File: src/rtl/msg_stream_pkg.sv
package msg_stream_pkg;
  localparam logic [7:0] TERM_BYTE = 8'h0A;
  localparam logic LINE_IDLE = 1'b1;
  localparam int FRAME_BITS = 10;

  typedef enum logic [1:0] {
    SQ_IDLE,
    SQ_FETCH,
    SQ_SEND
  } sq_state_t;
endpackage

File: src/rtl/baud_tick_gen.sv
module baud_tick_gen #(
  parameter int CLKS_PER_BIT = 1085
) (
  input  logic clk,
  input  logic rst,
  input  logic run,
  output logic tick
);
  localparam int CW = $clog2(CLKS_PER_BIT + 1);

  logic [CW-1:0] cnt;

  assign tick = run && (cnt == CW'(CLKS_PER_BIT - 1));

  always_ff @(posedge clk) begin
    if (rst || !run || tick) cnt <= '0;
    else                     cnt <= cnt + 1'b1;
  end
endmodule

File: src/rtl/frame_serializer.sv
module frame_serializer
  import msg_stream_pkg::*;
#(
  parameter int CLKS_PER_BIT = 1085
) (
  input  logic       clk,
  input  logic       rst,
  input  logic       load,
  input  logic [7:0] data,
  output logic       tx,
  output logic       busy,
  output logic       done
);
  localparam int BW = $clog2(FRAME_BITS);

  logic          active;
  logic          tick;
  logic [8:0]    shreg;
  logic [BW-1:0] bitn;

  baud_tick_gen #(.CLKS_PER_BIT(CLKS_PER_BIT)) u_tick (
    .clk (clk),
    .rst (rst),
    .run (active),
    .tick(tick)
  );

  assign busy = active;

  always_ff @(posedge clk) begin
    if (rst) begin
      active <= 1'b0;
      tx     <= LINE_IDLE;
      shreg  <= '1;
      bitn   <= '0;
      done   <= 1'b0;
    end else begin
      done <= 1'b0;
      if (!active) begin
        if (load) begin
          active <= 1'b1;
          tx     <= 1'b0;
          shreg  <= {1'b1, data};
          bitn   <= '0;
        end
      end else if (tick) begin
        if (bitn == BW'(FRAME_BITS - 1)) begin
          active <= 1'b0;
          done   <= 1'b1;
          tx     <= LINE_IDLE;
        end else begin
          tx    <= shreg[0];
          shreg <= {1'b1, shreg[8:1]};
          bitn  <= bitn + 1'b1;
        end
      end
    end
  end
endmodule

File: src/rtl/msg_sequencer.sv
module msg_sequencer
  import msg_stream_pkg::*;
#(
  parameter int                 MSG_LEN = 8,
  parameter logic [MSG_LEN*8-1:0] MSG   = "Online\n#"
) (
  input  logic       clk,
  input  logic       rst,
  input  logic       start,
  input  logic       ser_done,
  output logic [7:0] char_out,
  output logic       char_load,
  output logic       busy,
  output logic       finished
);
  localparam int IDX_W = (MSG_LEN > 1) ? $clog2(MSG_LEN) : 1;

  logic [7:0]       rom [MSG_LEN];
  logic [IDX_W-1:0] idx;
  logic             stop_after;
  sq_state_t        state;

  for (genvar g = 0; g < MSG_LEN; g++) begin : g_rom
    assign rom[g] = MSG[(MSG_LEN-1-g)*8 +: 8];
  end

  always_ff @(posedge clk) begin
    if (rst) begin
      state      <= SQ_IDLE;
      idx        <= '0;
      stop_after <= 1'b0;
      char_out   <= '0;
      char_load  <= 1'b0;
      busy       <= 1'b0;
      finished   <= 1'b0;
    end else begin
      char_load <= 1'b0;
      finished  <= 1'b0;
      case (state)
        SQ_IDLE: begin
          if (start) begin
            idx   <= '0;
            busy  <= 1'b1;
            state <= SQ_FETCH;
          end
        end
        SQ_FETCH: begin
          char_out   <= rom[idx];
          char_load  <= 1'b1;
          stop_after <= (rom[idx] == TERM_BYTE) ||
                        (idx == IDX_W'(MSG_LEN - 1));
          state      <= SQ_SEND;
        end
        SQ_SEND: begin
          if (ser_done) begin
            if (stop_after) begin
              busy     <= 1'b0;
              finished <= 1'b1;
              idx      <= '0;
              state    <= SQ_IDLE;
            end else begin
              idx   <= idx + 1'b1;
              state <= SQ_FETCH;
            end
          end
        end
        default: state <= SQ_IDLE;
      endcase
    end
  end
endmodule

File: src/rtl/msg_streamer_top.sv
module msg_streamer_top #(
  parameter int                   CLKS_PER_BIT = 1085,
  parameter int                   MSG_LEN      = 8,
  parameter logic [MSG_LEN*8-1:0] MSG          = "Online\n#"
) (
  input  logic       clk,
  input  logic       rst,
  input  logic       start_i,
  output logic       tx_o,
  output logic [7:0] char_o,
  output logic       char_load_o,
  output logic       busy_o,
  output logic       finished_o
);
  logic ser_busy;
  logic ser_done;

  msg_sequencer #(.MSG_LEN(MSG_LEN), .MSG(MSG)) u_seq (
    .clk      (clk),
    .rst      (rst),
    .start    (start_i),
    .ser_done (ser_done),
    .char_out (char_o),
    .char_load(char_load_o),
    .busy     (busy_o),
    .finished (finished_o)
  );

  frame_serializer #(.CLKS_PER_BIT(CLKS_PER_BIT)) u_ser (
    .clk (clk),
    .rst (rst),
    .load(char_load_o),
    .data(char_o),
    .tx  (tx_o),
    .busy(ser_busy),
    .done(ser_done)
  );
endmodule

File: config.mk
export PLATFORM = sky130hd
export DESIGN_NAME = msg_streamer_top
export DESIGN_NICKNAME = d
export VERILOG_FILES = /design/src/rtl/msg_stream_pkg.sv /design/src/rtl/baud_tick_gen.sv /design/src/rtl/frame_serializer.sv /design/src/rtl/msg_sequencer.sv /design/src/rtl/msg_streamer_top.sv
export SDC_FILE = /design/constraint.sdc
export NUM_CORES = 1
export LEC_CHECK = 0
export BUFFER_PORTS_ARGS = -buffer_cell sky130_fd_sc_hd__buf_2
export CELL_PAD_IN_SITES_DETAIL_PLACEMENT = 1
export CELL_PAD_IN_SITES_GLOBAL_PLACEMENT = 1
export CORE_MARGIN = 1.5
export CORE_UTILIZATION = 43
export CTS_BUF_LIST = sky130_fd_sc_hd__clkbuf_8
export CTS_CLUSTER_DIAMETER = 100
export CTS_CLUSTER_SIZE = 25
export DETAILED_ROUTE_END_ITERATION = 10
export PLACE_DENSITY_LB_ADDON = 0.05
export SLEW_MARGIN = 20
export SYNTH_ARGS = -nofsm -noshare
export SYNTH_HDL_FRONTEND = slang
export SYNTH_HIERARCHICAL = 1
export SYNTH_SLANG_ARGS = --single-unit
File: constraint.sdc
create_clock -name clk -period 1.9 [get_ports clk]
set_input_delay 0.095 -clock clk [delete_from_list [all_inputs] [get_ports clk]]
set_output_delay 0.095 -clock clk [all_outputs]
set_load 0.005 [all_outputs]
# == Word level (Yosys, flattened, before mapping) ==
# Memory sizes are Yosys's and may differ from the RTL's.
# Index checks and enable logic that the tools add are counted.
# W data, S select, Z words.
# classes
n_addsub,3
n_lt_le_gt_ge,1
eq_ne,11
mux,33
bitwise,5
reduce_logical,15
# ops
operator,count
$mux W9,4
$mux W4,4
$mux W8,2
$mux W1,15
$add A11 B1 Y11 const B,1
$eq A11 B11 Y1 const B,1
$mux W3,3
$eq A8 B4 Y1 const B,1
$ne A2 B2 Y1 const B,3
$pmux W2 S3,1
$pmux W3 S2,1
$reduce_and A3 Y1,2
$reduce_or A3 Y1,2
$add A4 B1 Y4 const B,1
$eq A4 B4 Y1 const B,1
$ge A4 B4 Y1 const B,1
$mux W2,2
$ne A2 B1 Y1 const B,2
$not A1 Y1,4
$not A3 Y4,1
$reduce_and A2 Y1,2
$reduce_and A4 Y1,1
$reduce_bool A2 Y1,2
$add A3 B1 Y3 const B,1
other kinds (8),10
# word_totals
regBits,44
rom_bits,64
output_inout_bits,12
n_memories,1
# mem_list
name,words,word_bits,rd,rd_clocked_by_memory_dff,write_ports,line,rtl
(no name shown),8,8,1,0,0,msg_sequencer.sv:48,char_out <= rom[idx];

# == Depth between registers and ports, before layout ==
# Gate-level depths: netlist of the first run.
# depth
depth_word,6
ltp_mapped,8
ltp_nobuf,7

# == Hierarchy ==
# Netlist of the first run, hierarchy kept.
# modules_own_cells
mod,n_inst,cells_each,area_per_inst_um2,seq_area_each_um2
frame_serializer,1,81,735.7,300.3
msg_sequencer,1,79,735.7,300.3
baud_tick_gen,1,60,555.5,220.2

# == Least setup slack after synthesis of the first run ==
# Ideal clock, no wire load.
# synth_path
path_kind,register -> register
startpoint,register u_ser.u_tick.cnt[7]
endpoint,register u_ser.bitn[3]
setup_ps,86
arrival_time_ps,2032
t_required_ps,1814
slack_ps,-218
path_stages_with_launch,6
n_path_buf,0
cell_sequence,dfxtp_1 -> or3b_4 -> nor4_1 -> mux2i_1 -> or4_1 -> a211oi_1
# synth_via
elab_chain_cells,4
# synth_lines
item,line,rtl
"start, declared",baud_tick_gen.sv:11,logic [CW-1:0] cnt;
"start signal, assigned",baud_tick_gen.sv:17,else cnt <= cnt + 1'b1;
$eq A11 B11 Y1,baud_tick_gen.sv:13,assign tick = run && (cnt == CW'(CLKS_PER_BIT - 1));
$logic_and A1 B1 Y1,baud_tick_gen.sv:13,
via u_ser.tick,frame_serializer.sv:17,logic tick;
$ne A2 B2 Y1 (no line),--,
$reduce_and A3 Y1 (no line),--,
"end signal, assigned",frame_serializer.sv:54,bitn <= bitn + 1'b1;
"end, declared",frame_serializer.sv:19,logic [BW-1:0] bitn;
# The timed path passes the listed nets, and every way through them passes these cells.
# A chain may end at the register's enable or synchronous reset.

# == Worst setup path in the final report of the first run ==
# layout_path
startpoint,register u_ser.u_tick.cnt[7]
endpoint,register u_ser.shreg[7]
# layout_via
elab_chain_cells,4
# layout_lines
item,line,rtl
$eq A11 B11 Y1,baud_tick_gen.sv:13,
$logic_and A1 B1 Y1,baud_tick_gen.sv:13,
via u_ser.tick,frame_serializer.sv:17,
$ne A2 B2 Y1 (no line),--,
$reduce_and A3 Y1 (no line),--,
"end signal, assigned",frame_serializer.sv:43,"shreg <= {1'b1, data};"
"end signal, assigned",frame_serializer.sv:53,"shreg <= {1'b1, shreg[8:1]};"
"end, declared",frame_serializer.sv:18,logic [8:0] shreg;
# The timed path passes the listed nets, and every way through them passes these cells.

==> impl_results.md, run 1 <==
- Outcome: finished clean
- Initial antenna violation count: 0
- Final slew viol count: 0
- Hold_sp: start_i
- Grt ovf: 0
- Syn Std Cell Area: 2027 sq um
- TritonCTS Buffers: 5
- Yosys top cell area share: 40.49%
- Worst endpoint required time: 2.09 ns
- P_sw: 0.4122 mW
- Switching Fraction: 21.82%
- CP Launch Type: flop
- First-pass GRT wire length: 8211 um
- IO Count: 15
- Worst hold stages: 4
- Yosys top cell by area: dfxtp_1
- Final Hold Fails: 0
- Vias in the first global route: 1762
- Clock insertion delay at the later pin of the skew report: 0.29 ns
- IO buf count: 12
- Min cycle time layout: 1.863 ns
- Unrepaired setup endpoints after global routing: yes
- Max-cap violation count: 0
- Logic gate share of total power: 7.7%
- Internal power: 1.477 mW
- Root Driver: clkbuf_8
- Clock power share: 44.0%
- Worst Hold Margin: 0.2202 ns
- Global Route Usage Sum: 20.04%
- Post-Synthesis Cells: 220
- Via density: 5.617
- Cell variety after synth: 46
- Ys async rst share: 0%
- Die Span X: 71.66 um
- Synth Flop Type: dfxtp_1
- Most frequent cells in the layout: dfxtp_1, o21ai_0, buf_4
- Critical Path AT: 2.05 ns
- Reg2Reg Depth: 6
- Final core occ: 53.43%
- Largest net degree at the start of global routing: 25
- Achievable frequency: 536.6 MHz
- Yosys reg bits: 41
- Number of synthesized flops with an enable pin: 0
- Mean Syn Cell Area: 9.213 sq um
- Clk buf depth: 2
- # clock sinks: 41
- Slew headroom: 49.93%
- Ys Warns: 6
- Reg power frac: 48.3%
- Starting Density: 45.61%
- Seq/Total Area, Yosys: 40.49%
- Drc violations: 0
- Routed Antenna Nets: 0
- Register Area: 823.3 sq um
- Final setup violation count: 0
- Nets@finish: 255
- Number of inserted diodes: 0
- Peak VDD IR: 0.3520 mV
- Core area: 4444 sq um
- Most common cell after layout, fill and taps aside: dfxtp_1
- Worst hold path class: input pin to flop
- Top fanout value on the critical path: 14
- Area grow syn2layout: 17.16%
- Post-CTS setup buffers: 0
- Kind of critical path: flop to flop
- FILL cells: 519
- Slew @ Worst Pin: 0.7495 ns
- Final Skew: 0.004514 ns
- DR vias: 1657
- CTS tree: done
- Avg WL per Cell: 15.84 um
- WL final: 4674 um
- Synth top area cells: dfxtp_1, ha_1, o21ai_0
- Die height: 71.66 um
- Layout cell share with drive strength beyond 1: 24.69%
- Crit. End Element: flop
- DR pass1 iterations: 4
- Post-DP HPWL: 3473 um
- # H-tree levels: 2
- RePlAce Congestion: 0.7796
- Row count: 24
- Period utilisation layout: 98.08%
- Placed Instances: 287
- Initial drt markers: 94
- Leak: 0.8593 nW
- Clock transition at the registers of the reported paths: 0.08 ns
- Die area: 5134 sq um
- Area of the multi-input gates: 1146 sq um
- Reg2reg start: u_ser/u_tick/cnt[7]$_SDFF_PP0_
- Critical path origin: u_ser/u_tick/cnt[7]$_SDFF_PP0_
- Non-Filler Instances: 295
- Pwr/cell area: 795.5 nW/um^2
==> Yosys cell counts (all sizes together) (2+ instances only) <==
cell type	instances
dfxtp	41
o21ai	17
a21oi	14
nand2	14
nor2	14
a211oi	11
ha	10
inv	9
buf	8
nor3	8
mux2	7
mux2i	7
nand3	7
clkbuf	5
or3	5
nand2b	4
nor2b	4
or4	4
nand3b	3
nand4	3
o31ai	3
and2	2
nor4b	2
o21bai	2
or3b	2
xor2	2
==> per-stage QoR <==
stage	power (mW)	instance area [sq um]	TNS [ns]	worst slack [ns]
floorplan	1.033	2052	0	0.01749
global placement	1.068	2217	0	0.07244
detailed placement	1.077	2217	0	0.02739
CTS	1.916	2351	0	0.002564
global route	1.964	2375	-0.02513	-0.01423
finish	1.889	2375	0	0.03655
==> what timing repair did <==
action                     in CTS  in global routing
hold buffers                    0                  0
resized for setup               0                  8
setup endpoints to repair       0                 11
==> logic make-up after synthesis <==
kind of cell	share of synthesized area (%)
and+or+nand+nor	21.42
AOI/OAI and AO/OA	17.84
DFF	40.49
buffers and inverters	5.246
muxes	7.346
adders and majority gates	6.173
xor gates and xnor gates	1.297
other	0.1850
==> path summary, 6_finish.rpt <==
path	end	slack, ns
setup / recovery	u_ser/shreg[7]$_SDFFE_PP1P_	0.04
setup reg to reg	u_ser/shreg[7]$_SDFFE_PP1P_	0.04
hold reg to reg	u_seq/char_out[2]$_SDFFE_PP0P_	0.48
hold / removal	u_seq/busy$_SDFFE_PP0P_	0.22
==> area by class of cell <==
| cell class | instances | area share [%] |
|---|---|---|
| multi-input cells | 158 | 48.26 |
| clock buffers | 5 | 2.898 |
| repair buffers | 27 | 7.271 |
| clock inverters | 3 | 2.740 |
| well taps | 52 | 2.740 |
| flip-flops and latches | 41 | 34.67 |
| inverters | 9 | 1.423 |
==> power groups by stage <==
| stage | Clock (mW) | Sequential (mW) | Combinational [mW] |
|---|---|---|---|
| CTS | 0.857 | 0.913 | 0.146 |
| floorplan | 0 | 0.927 | 0.105 |
| finish | 0.830 | 0.913 | 0.146 |
| detailed placement | 0 | 0.933 | 0.144 |
| global route | 0.884 | 0.918 | 0.163 |
| global placement | 0 | 0.931 | 0.138 |
==> flip-flops by register name, summed over array words and instances, names as in the netlist <==
register / cells
u_seq/char_out: 6
u_ser/busy: 1
u_seq/finished: 1
u_seq/state: 2
u_ser/done: 1
u_ser/tx: 1
u_seq/idx: 3
u_ser/shreg: 8
u_seq/stop_after: 1
u_seq/busy: 1
u_ser/u_tick/cnt: 11
u_seq/char_load: 1
u_ser/bitn: 4
==> routing by layer <==
layer | track usage [%] | up-vias | share of wire (%)
met5 | 0 | - | 0
met4 | 5.031 | 0 | 0.77
met1 | 25.26 | 812 | 47
met2 | 34.88 | 13 | 50
li1 | - | 827 | -
met3 | 4.219 | 5 | 2.1
==> critical path, stage by stage (launching register included) <==
cell and delay (ns):
dfxtp_1 0.32, or3b_4 0.42, nor4_4 0.18, mux2i_2 0.13
buf_4 0.20, or3_1 0.32, a21o_1 0.19
Note: power is estimated with default switching activity, not from simulation.
==> inputs of run 2 (changes only) <==
--- a/config.mk
+++ b/config.mk
@@ -8,6 +8,7 @@
 export BUFFER_PORTS_ARGS = -buffer_cell sky130_fd_sc_hd__buf_2
 export CELL_PAD_IN_SITES_DETAIL_PLACEMENT = 1
 export CELL_PAD_IN_SITES_GLOBAL_PLACEMENT = 1
+export CORE_ASPECT_RATIO = 0.8
 export CORE_MARGIN = 1.5
 export CORE_UTILIZATION = 43
 export CTS_BUF_LIST = sky130_fd_sc_hd__clkbuf_8
@@ -15,6 +16,7 @@
 export CTS_CLUSTER_SIZE = 25
 export DETAILED_ROUTE_END_ITERATION = 10
 export PLACE_DENSITY_LB_ADDON = 0.05
+export SETUP_SLACK_MARGIN = 0.2
 export SLEW_MARGIN = 20
 export SYNTH_ARGS = -nofsm -noshare
 export SYNTH_HDL_FRONTEND = slang
==> run 2 against run 1 <==
Clock skew is essentially flat. Global-route usage grew 0.88 points. Combinational power grew 9%. Routed wire length grew 7.8%.
==> impl_results.md, run 2 (synthesized netlist as in run 1, its figures left out) <==
- Outcome: finished clean
- Grt ovf: 0 (unchanged)
- Achievable frequency: 535.3 MHz (-0.26%)
- First-pass GRT wire length: 8211 um (unchanged)
- Peak VDD IR: 0.4204 mV (+19%)
- # H-tree levels: 2 (unchanged)
- Slowest stage delay, CP: 0.52 ns (+0.10 ns)
- Top fanout value on the critical path: 4 (-10)
- Max-cap violation count: 0 (unchanged)
- CP max-delay cell: or4_1
- Initial antenna violation count: 0 (unchanged)
- Slew @ Worst Pin: 0.7195 ns (-0.03002 ns)
- Final Instance Area: 2452 sq um (+3.3%)
- Nets@finish: 259 (+1.6%)
- Final setup violation count: 0 (unchanged)
- Pwr/cell area: 661.6 nW/um^2 (-17%)
- IO buf count: 12 (unchanged)
- Period utilisation layout: 98.33% (+0.25 points)
- Number of inserted diodes: 0 (unchanged)
- Worst endpoint required time: 2.11 ns (+0.02 ns)
- RePlAce Congestion: 0.8208 (+5.3%)
- # clock sinks: 41 (unchanged)
- Core area: 4569 sq um (+2.8%)
- CP Launch Type: flop
- Min cycle time layout: 1.868 ns (+0.004775 ns)
- IO Count: 15 (unchanged)
- Final Hold Fails: 0 (unchanged)
- Vias in the first global route: 1667 (-5.4%)
- Leak: 0.8943 nW (+4.1%)
- Largest Register: u_ser/u_tick/cnt
- Most common cell after layout, fill and taps aside: dfxtp_1
- Layout cell share with drive strength beyond 1: 31.58% (+6.9 points)
- Critical Path AT: 2.08 ns (+0.03 ns)
- Via density: 5.508 (-1.9%)
- Drc violations: 0 (unchanged)
- WL final: 5039 um (+7.8%)
- Global Route Usage Sum: 20.92% (+0.88 points)
- Initial drt markers: 54 (-43%)
- Avg WL per Cell: 16.41 um (+3.6%)
- DR pass1 iterations: 4 (unchanged)
- Max reg flops: 11 (unchanged)
- Clk buf depth: 2 (unchanged)
- Routed Antenna Nets: 0 (unchanged)
- Die height: 64.41 um (-10%)
- Kind of critical path: flop to flop
- Largest net degree at the start of global routing: 25 (unchanged)
- Unrepaired setup endpoints after global routing: yes
- Post-placement setup slack: 0.01361 ns (-0.01378 ns)
- Setup WS post-layout: 0.03177 ns (-0.004775 ns)
- Final slew viol count: 0 (unchanged)
- Placed Instances: 292 (+1.7%)
- DR vias: 1691 (+2.1%)
- Tot Pwr: 1.622 mW (-14%)
- Most frequent cells in the layout: dfxtp_1, buf_4, a21oi_1
- Clock insertion delay at the later pin of the skew report: 0.29 ns (about the same)
- Reg2reg start: u_ser/u_tick/cnt[10]$_SDFF_PP0_
- Slew headroom: 51.89% (+2.0 points)
- Area grow syn2layout: 20.99%
- Critical path origin: u_ser/u_tick/cnt[10]$_SDFF_PP0_
- DP Area: 2208 sq um (-0.40%)
- Worst hold path class: input pin to flop
- Row count: 22 (-8.3%)
- Non-Filler Instances: 307 (+4.1%)
- Crit-path cells: or3b_4, nor4_4, mux2i_2, or4_1, a211oi_2
- Die area: 5137 sq um (about the same)
- Starting Density: 44.36% (-1.2 points)
- Biggest regs: u_ser/u_tick/cnt: 11 flops, u_ser/shreg: 8 flops, u_seq/char_out: 6 flops
- Final Skew: 0.005012 ns (+0.0004982 ns)
- Die Span X: 79.76 um (+11%)
- TritonCTS Buffers: 5 (unchanged)
- Post-DP HPWL: 3451 um (-0.64%)
- Root Driver: clkbuf_8
- Crit. End Element: flop
- Clock transition at the registers of the reported paths: 0.08 ns (about the same)
- CTS tree: done
- Hold_sp: start_i
## run 2: changes by cell type in the layout (fill, tap and decap cells not counted), sizes merged
cell | before | now
and2 | 2 | 3
buf | 27 | 30
bufinv | 2 | 0
clkinv | 1 | 2
inv | 9 | 10
## run 2: what timing repair did
action / 4_1_cts / 5_1_grt
setup endpoints to repair: 13 / 14
pin swaps: 0 / 19
gates resized for setup: 14 / 22
gates cloned: 1 / 0
hold buffers: 0 / 0
setup buffers: 2 / 4
## run 2: worst paths after layout
| kind | to | slack (ns) | depth (start not counted) |
|---|---|---|---|
| hold reg to reg | u_seq/char_out[1]$_SDFFE_PP0P_ | 0.48 | 2 |
| setup / recovery | u_ser/bitn[2]$_SDFFE_PP0P_ | 0.03 | 5 |
| setup reg to reg | u_ser/bitn[2]$_SDFFE_PP0P_ | 0.03 | 5 |
| hold / removal | u_seq/busy$_SDFFE_PP0P_ | 0.24 | 4 |
## run 2: worst max-delay path, delay by kind of cell, from the launching register on
family | cells | cell delay, ns
flops | 1 | 0.34
simple gates | 3 | 1.10
compound gates | 1 | 0.20
mux | 1 | 0.15
## run 2: routing by layer
layer	share of wire [%]	global-route usage, %	wire length (um)	vias to the layer above
li1	-	-	-	843
met1	49	27.03	2447	821
met2	48	34.85	2435	23
met3	2.1	5.070	107	4
met4	0.97	5.819	49	0
met5	0	0	0	-
## run 2: cell type report
class,instances,area (sq um)
Clock buffer,5,68.82
Clock inverter,3,13.76
Fill cell,563,2117
Inverter,9,33.78
Multi-Input combinational cell,159,1225
Sequential cell,41,829.5
Tap cell,60,75.07
Timing Repair Buffer,30,206.4
## run 2: report_power, final
part / internal (mW) / switching [mW] / total [mW]
registers: 0.887 / 0.0302 / 0.918
clock network: 0.249 / 0.296 / 0.545
logic: 0.0746 / 0.0848 / 0.159
## run 2: per-stage QoR
step | utilization [%] | setup TNS (ns) | hold WS [ns]
floorplan | - | 0 | 0.1641
global placement | 48.33 | 0 | 0.4615
detailed placement | 48.33 | 0 | 0.4761
CTS | 51.12 | 0 | 0.2384
global route | 53.67 | -0.06952 | 0.2578
finish | 53.67 | 0 | 0.2429
==> inputs of run 3 (changes only) <==
--- a/config.mk
+++ b/config.mk
@@ -10,7 +10,7 @@
 export CELL_PAD_IN_SITES_GLOBAL_PLACEMENT = 1
 export CORE_ASPECT_RATIO = 0.8
 export CORE_MARGIN = 1.5
-export CORE_UTILIZATION = 43
+export CORE_UTILIZATION = 48
 export CTS_BUF_LIST = sky130_fd_sc_hd__clkbuf_8
 export CTS_CLUSTER_DIAMETER = 100
 export CTS_CLUSTER_SIZE = 25
==> constraint.sdc (replaced) <==
create_clock -name clk -period 2.02 [get_ports clk]
set_input_delay 0 -clock clk [delete_from_list [all_inputs] [get_ports clk]]
set_output_delay 0 -clock clk [all_outputs]
set_load 0.005 [all_outputs]
==> run 3 against run 2 <==
Critical path depth grew 2. Global-route usage rose by 2.2 points. Sequential share of layout area is 0.22 points lower. Critical endpoint is now u_ser/tx$_SDFFE_PP1P_. Highest routed layer unchanged. Count of clock-buffer cells in the layout is 2 higher. Flip-flop and latch count did not move.
==> impl_results.md, run 3 (synthesized netlist as in run 1, its figures left out) <==
- Most frequent cells in the layout: dfxtp_1, buf_4, a21oi_1
- Crit. End Element: flop
- CP Launch Type: flop
- Root Driver: clkbuf_8
- Reg power frac: 52.6% (-4.0 points)
- Nets@finish: 260 (+0.39%)
- CTS tree: done
- Most common cell after layout, fill and taps aside: dfxtp_1
- Slew @ Worst Pin: 0.7728 ns (+0.05332 ns)
- Max-cap violation count: 0 (unchanged)
- Placed Instances: 282 (-3.4%)
- Row count: 20 (-9.1%)
- # clock sinks: 41 (unchanged)
- Peak VDD IR: 0.3648 mV (-13%)
- Core area: 3929 sq um (-14%)
- Outcome: finished clean
- Initial drt markers: 36 (-33%)
- Routed Antenna Nets: 0 (unchanged)
- Final Skew: 0.006842 ns (+0.001830 ns)
- Min cycle time layout: 1.912 ns (+0.04424 ns)
- Kind of critical path: flop to flop
- Largest net degree at the start of global routing: 25 (unchanged)
- Number of inserted diodes: 0 (unchanged)
- First-pass GRT wire length: 7859 um (-4.3%)
- Worst hold path class: input pin to flop
- Die Span X: 75.66 um (-5.1%)
- P_sw: 0.4093 mW (-0.42%)
- Pwr/cell area: 656.2 nW/um^2 (-0.81%)
- Internal power: 1.220 mW (+0.75%)
- WL final: 5292 um (+5.0%)
- Grt ovf: 0 (unchanged)
- IO Count: 15 (unchanged)
- Final Hold Fails: 0 (unchanged)
- Period utilisation layout: 94.68% (-3.7 points)
- Via density: 5.769 (+4.7%)
- Final Instance Area: 2484 sq um (+1.3%)
- Critical Path AT: 2.09 ns (about the same)
- # H-tree levels: 2 (unchanged)
- Vias in the first global route: 1642 (-1.5%)
- IO buf count: 12 (unchanged)
- Clock insertion delay at the later pin of the skew report: 0.30 ns (about the same)
- Max reg flops: 11 (unchanged)
- Die area: 4624 sq um (-10%)
- Biggest regs: u_ser/u_tick/cnt: 11 flops, u_ser/shreg: 8 flops, u_seq/char_out: 6 flops
- CTS Hold Buffers Added: 0 (unchanged)
- Leak: 0.8894 nW (-0.55%)
- Setup tns final: 0 ns (unchanged)
- DP Area: 2163 sq um (-2.0%)
- Final slew viol count: 0 (unchanged)
- Unrepaired setup endpoints after global routing: yes
- Worst endpoint required time: 2.20 ns (+0.09 ns)
- Final core occ: 63.22% (+9.5 points)
- TritonCTS Buffers: 5 (unchanged)
- Hold_sp: rst
- Slew headroom: 48.37% (-3.5 points)
- Avg WL per Cell: 17.47 um (+6.4%)
- Clk buf depth: 2 (unchanged)
- Starting Density: 51.59% (+7.2 points)
- Achievable frequency: 522.9 MHz (-2.3%)
- DR pass1 iterations: 4 (unchanged)
- RePlAce Congestion: 0.8313 (+1.3%)
- Logic gate share of total power: 10.4% (+0.6 points)
- Non-Filler Instances: 303 (-1.3%)
- DR vias: 1748 (+3.4%)
- Die height: 61.12 um (-5.1%)
- Global Route Usage Sum: 23.09% (+2.2 points)
- Clock power share: 37.0% (+3.4 points)
- Post-DP HPWL: 3262 um (-5.5%)
- Largest Register: u_ser/u_tick/cnt
- Final setup violation count: 0 (unchanged)
- Critical path origin: u_ser/u_tick/cnt[7]$_SDFF_PP0_
- Switching Fraction: 25.12% (-0.22 points)
- Clock transition at the registers of the reported paths: 0.08 ns (about the same)
- Top fanout value on the critical path: 5 (+1)
- Initial antenna violation count: 0 (unchanged)
- Layout cell share with drive strength beyond 1: 29.84% (-1.7 points)
- Drc violations: 0 (unchanged)
- Area grow syn2layout: 22.53%
- Reg2reg start: u_ser/u_tick/cnt[7]$_SDFF_PP0_
run 3: cell types whose count changed in the layout (fill, tap and decap cells not counted), sizes merged:
cell and delta:
clkbuf +3, and2 -1, buf +1, clkinv -1
inv -1
run 3: stage by stage:
stage          power [mW]  hold WS [ns]  worst slack [ns]
2_1_floorplan      0.9711       0.06907            0.2016
3_3_place_gp        1.003        0.3808            0.1460
3_5_place_dp        1.012        0.3833           0.02970
4_1_cts             1.620        0.1353            0.1224
5_1_grt             1.691        0.1540          0.001513
6_report            1.630        0.1286            0.1075
run 3: layout make-up:
cell class | count | area, sq um
clock buffers | 7 | 96.34
inverters | 9 | 33.78
flip-flops and latches | 41 | 834.6
repair buffers | 32 | 244.0
well taps | 55 | 68.82
clock inverters | 1 | 5.005
fillers | 447 | 1445
multi-input cells | 158 | 1201
run 3: layer usage:
layer / global-route usage [%] / share of wire [%] / wire [um] / up-vias
met2: 38.35 / 49 / 2612 / 27
met3: 5.401 / 2.5 / 132 / 15
met4: 9.949 / 2.7 / 142 / 0
li1: - / - / - / 846
met5: 0 / 0 / 0 / -
met1: 29.02 / 45 / 2406 / 860
run 3: critical path, cell delays in order, from the launching register on:
cell,delay (ns)
dfxtp_4,0.35
or3b_4,0.39
nor4_4,0.20
mux2i_2,0.14
buf_4,0.15
buf_6,0.12
buf_12,0.13
a221o_1,0.31
run 3: power groups by stage:
stage               Combinational, mW  Clock (mW)  Sequential [mW]
floorplan                      0.0992           0            0.872
global placement                0.128           0            0.875
detailed placement              0.135           0            0.877
global route                    0.183       0.647            0.861
CTS                             0.144       0.621            0.855
finish                          0.169       0.604            0.857
run 3: worst paths after layout:
path / cells past startpoint / slack, ns / to
worst max-delay path: 7 / 0.11 / u_ser/tx$_SDFFE_PP1P_
worst min-delay path: 2 / 0.13 / u_seq/char_load$_SDFF_PP0_
worst min register to register: 2 / 0.47 / u_seq/char_out[1]$_SDFFE_PP0P_
worst max register to register: 7 / 0.11 / u_ser/tx$_SDFFE_PP1P_
run 3: timing repair:
item	4_1_cts	5_1_grt
setup buffers	8	4
cloned	0	1
gates resized for setup	9	23
setup endpoints to repair	11	23
pin swaps	3	12
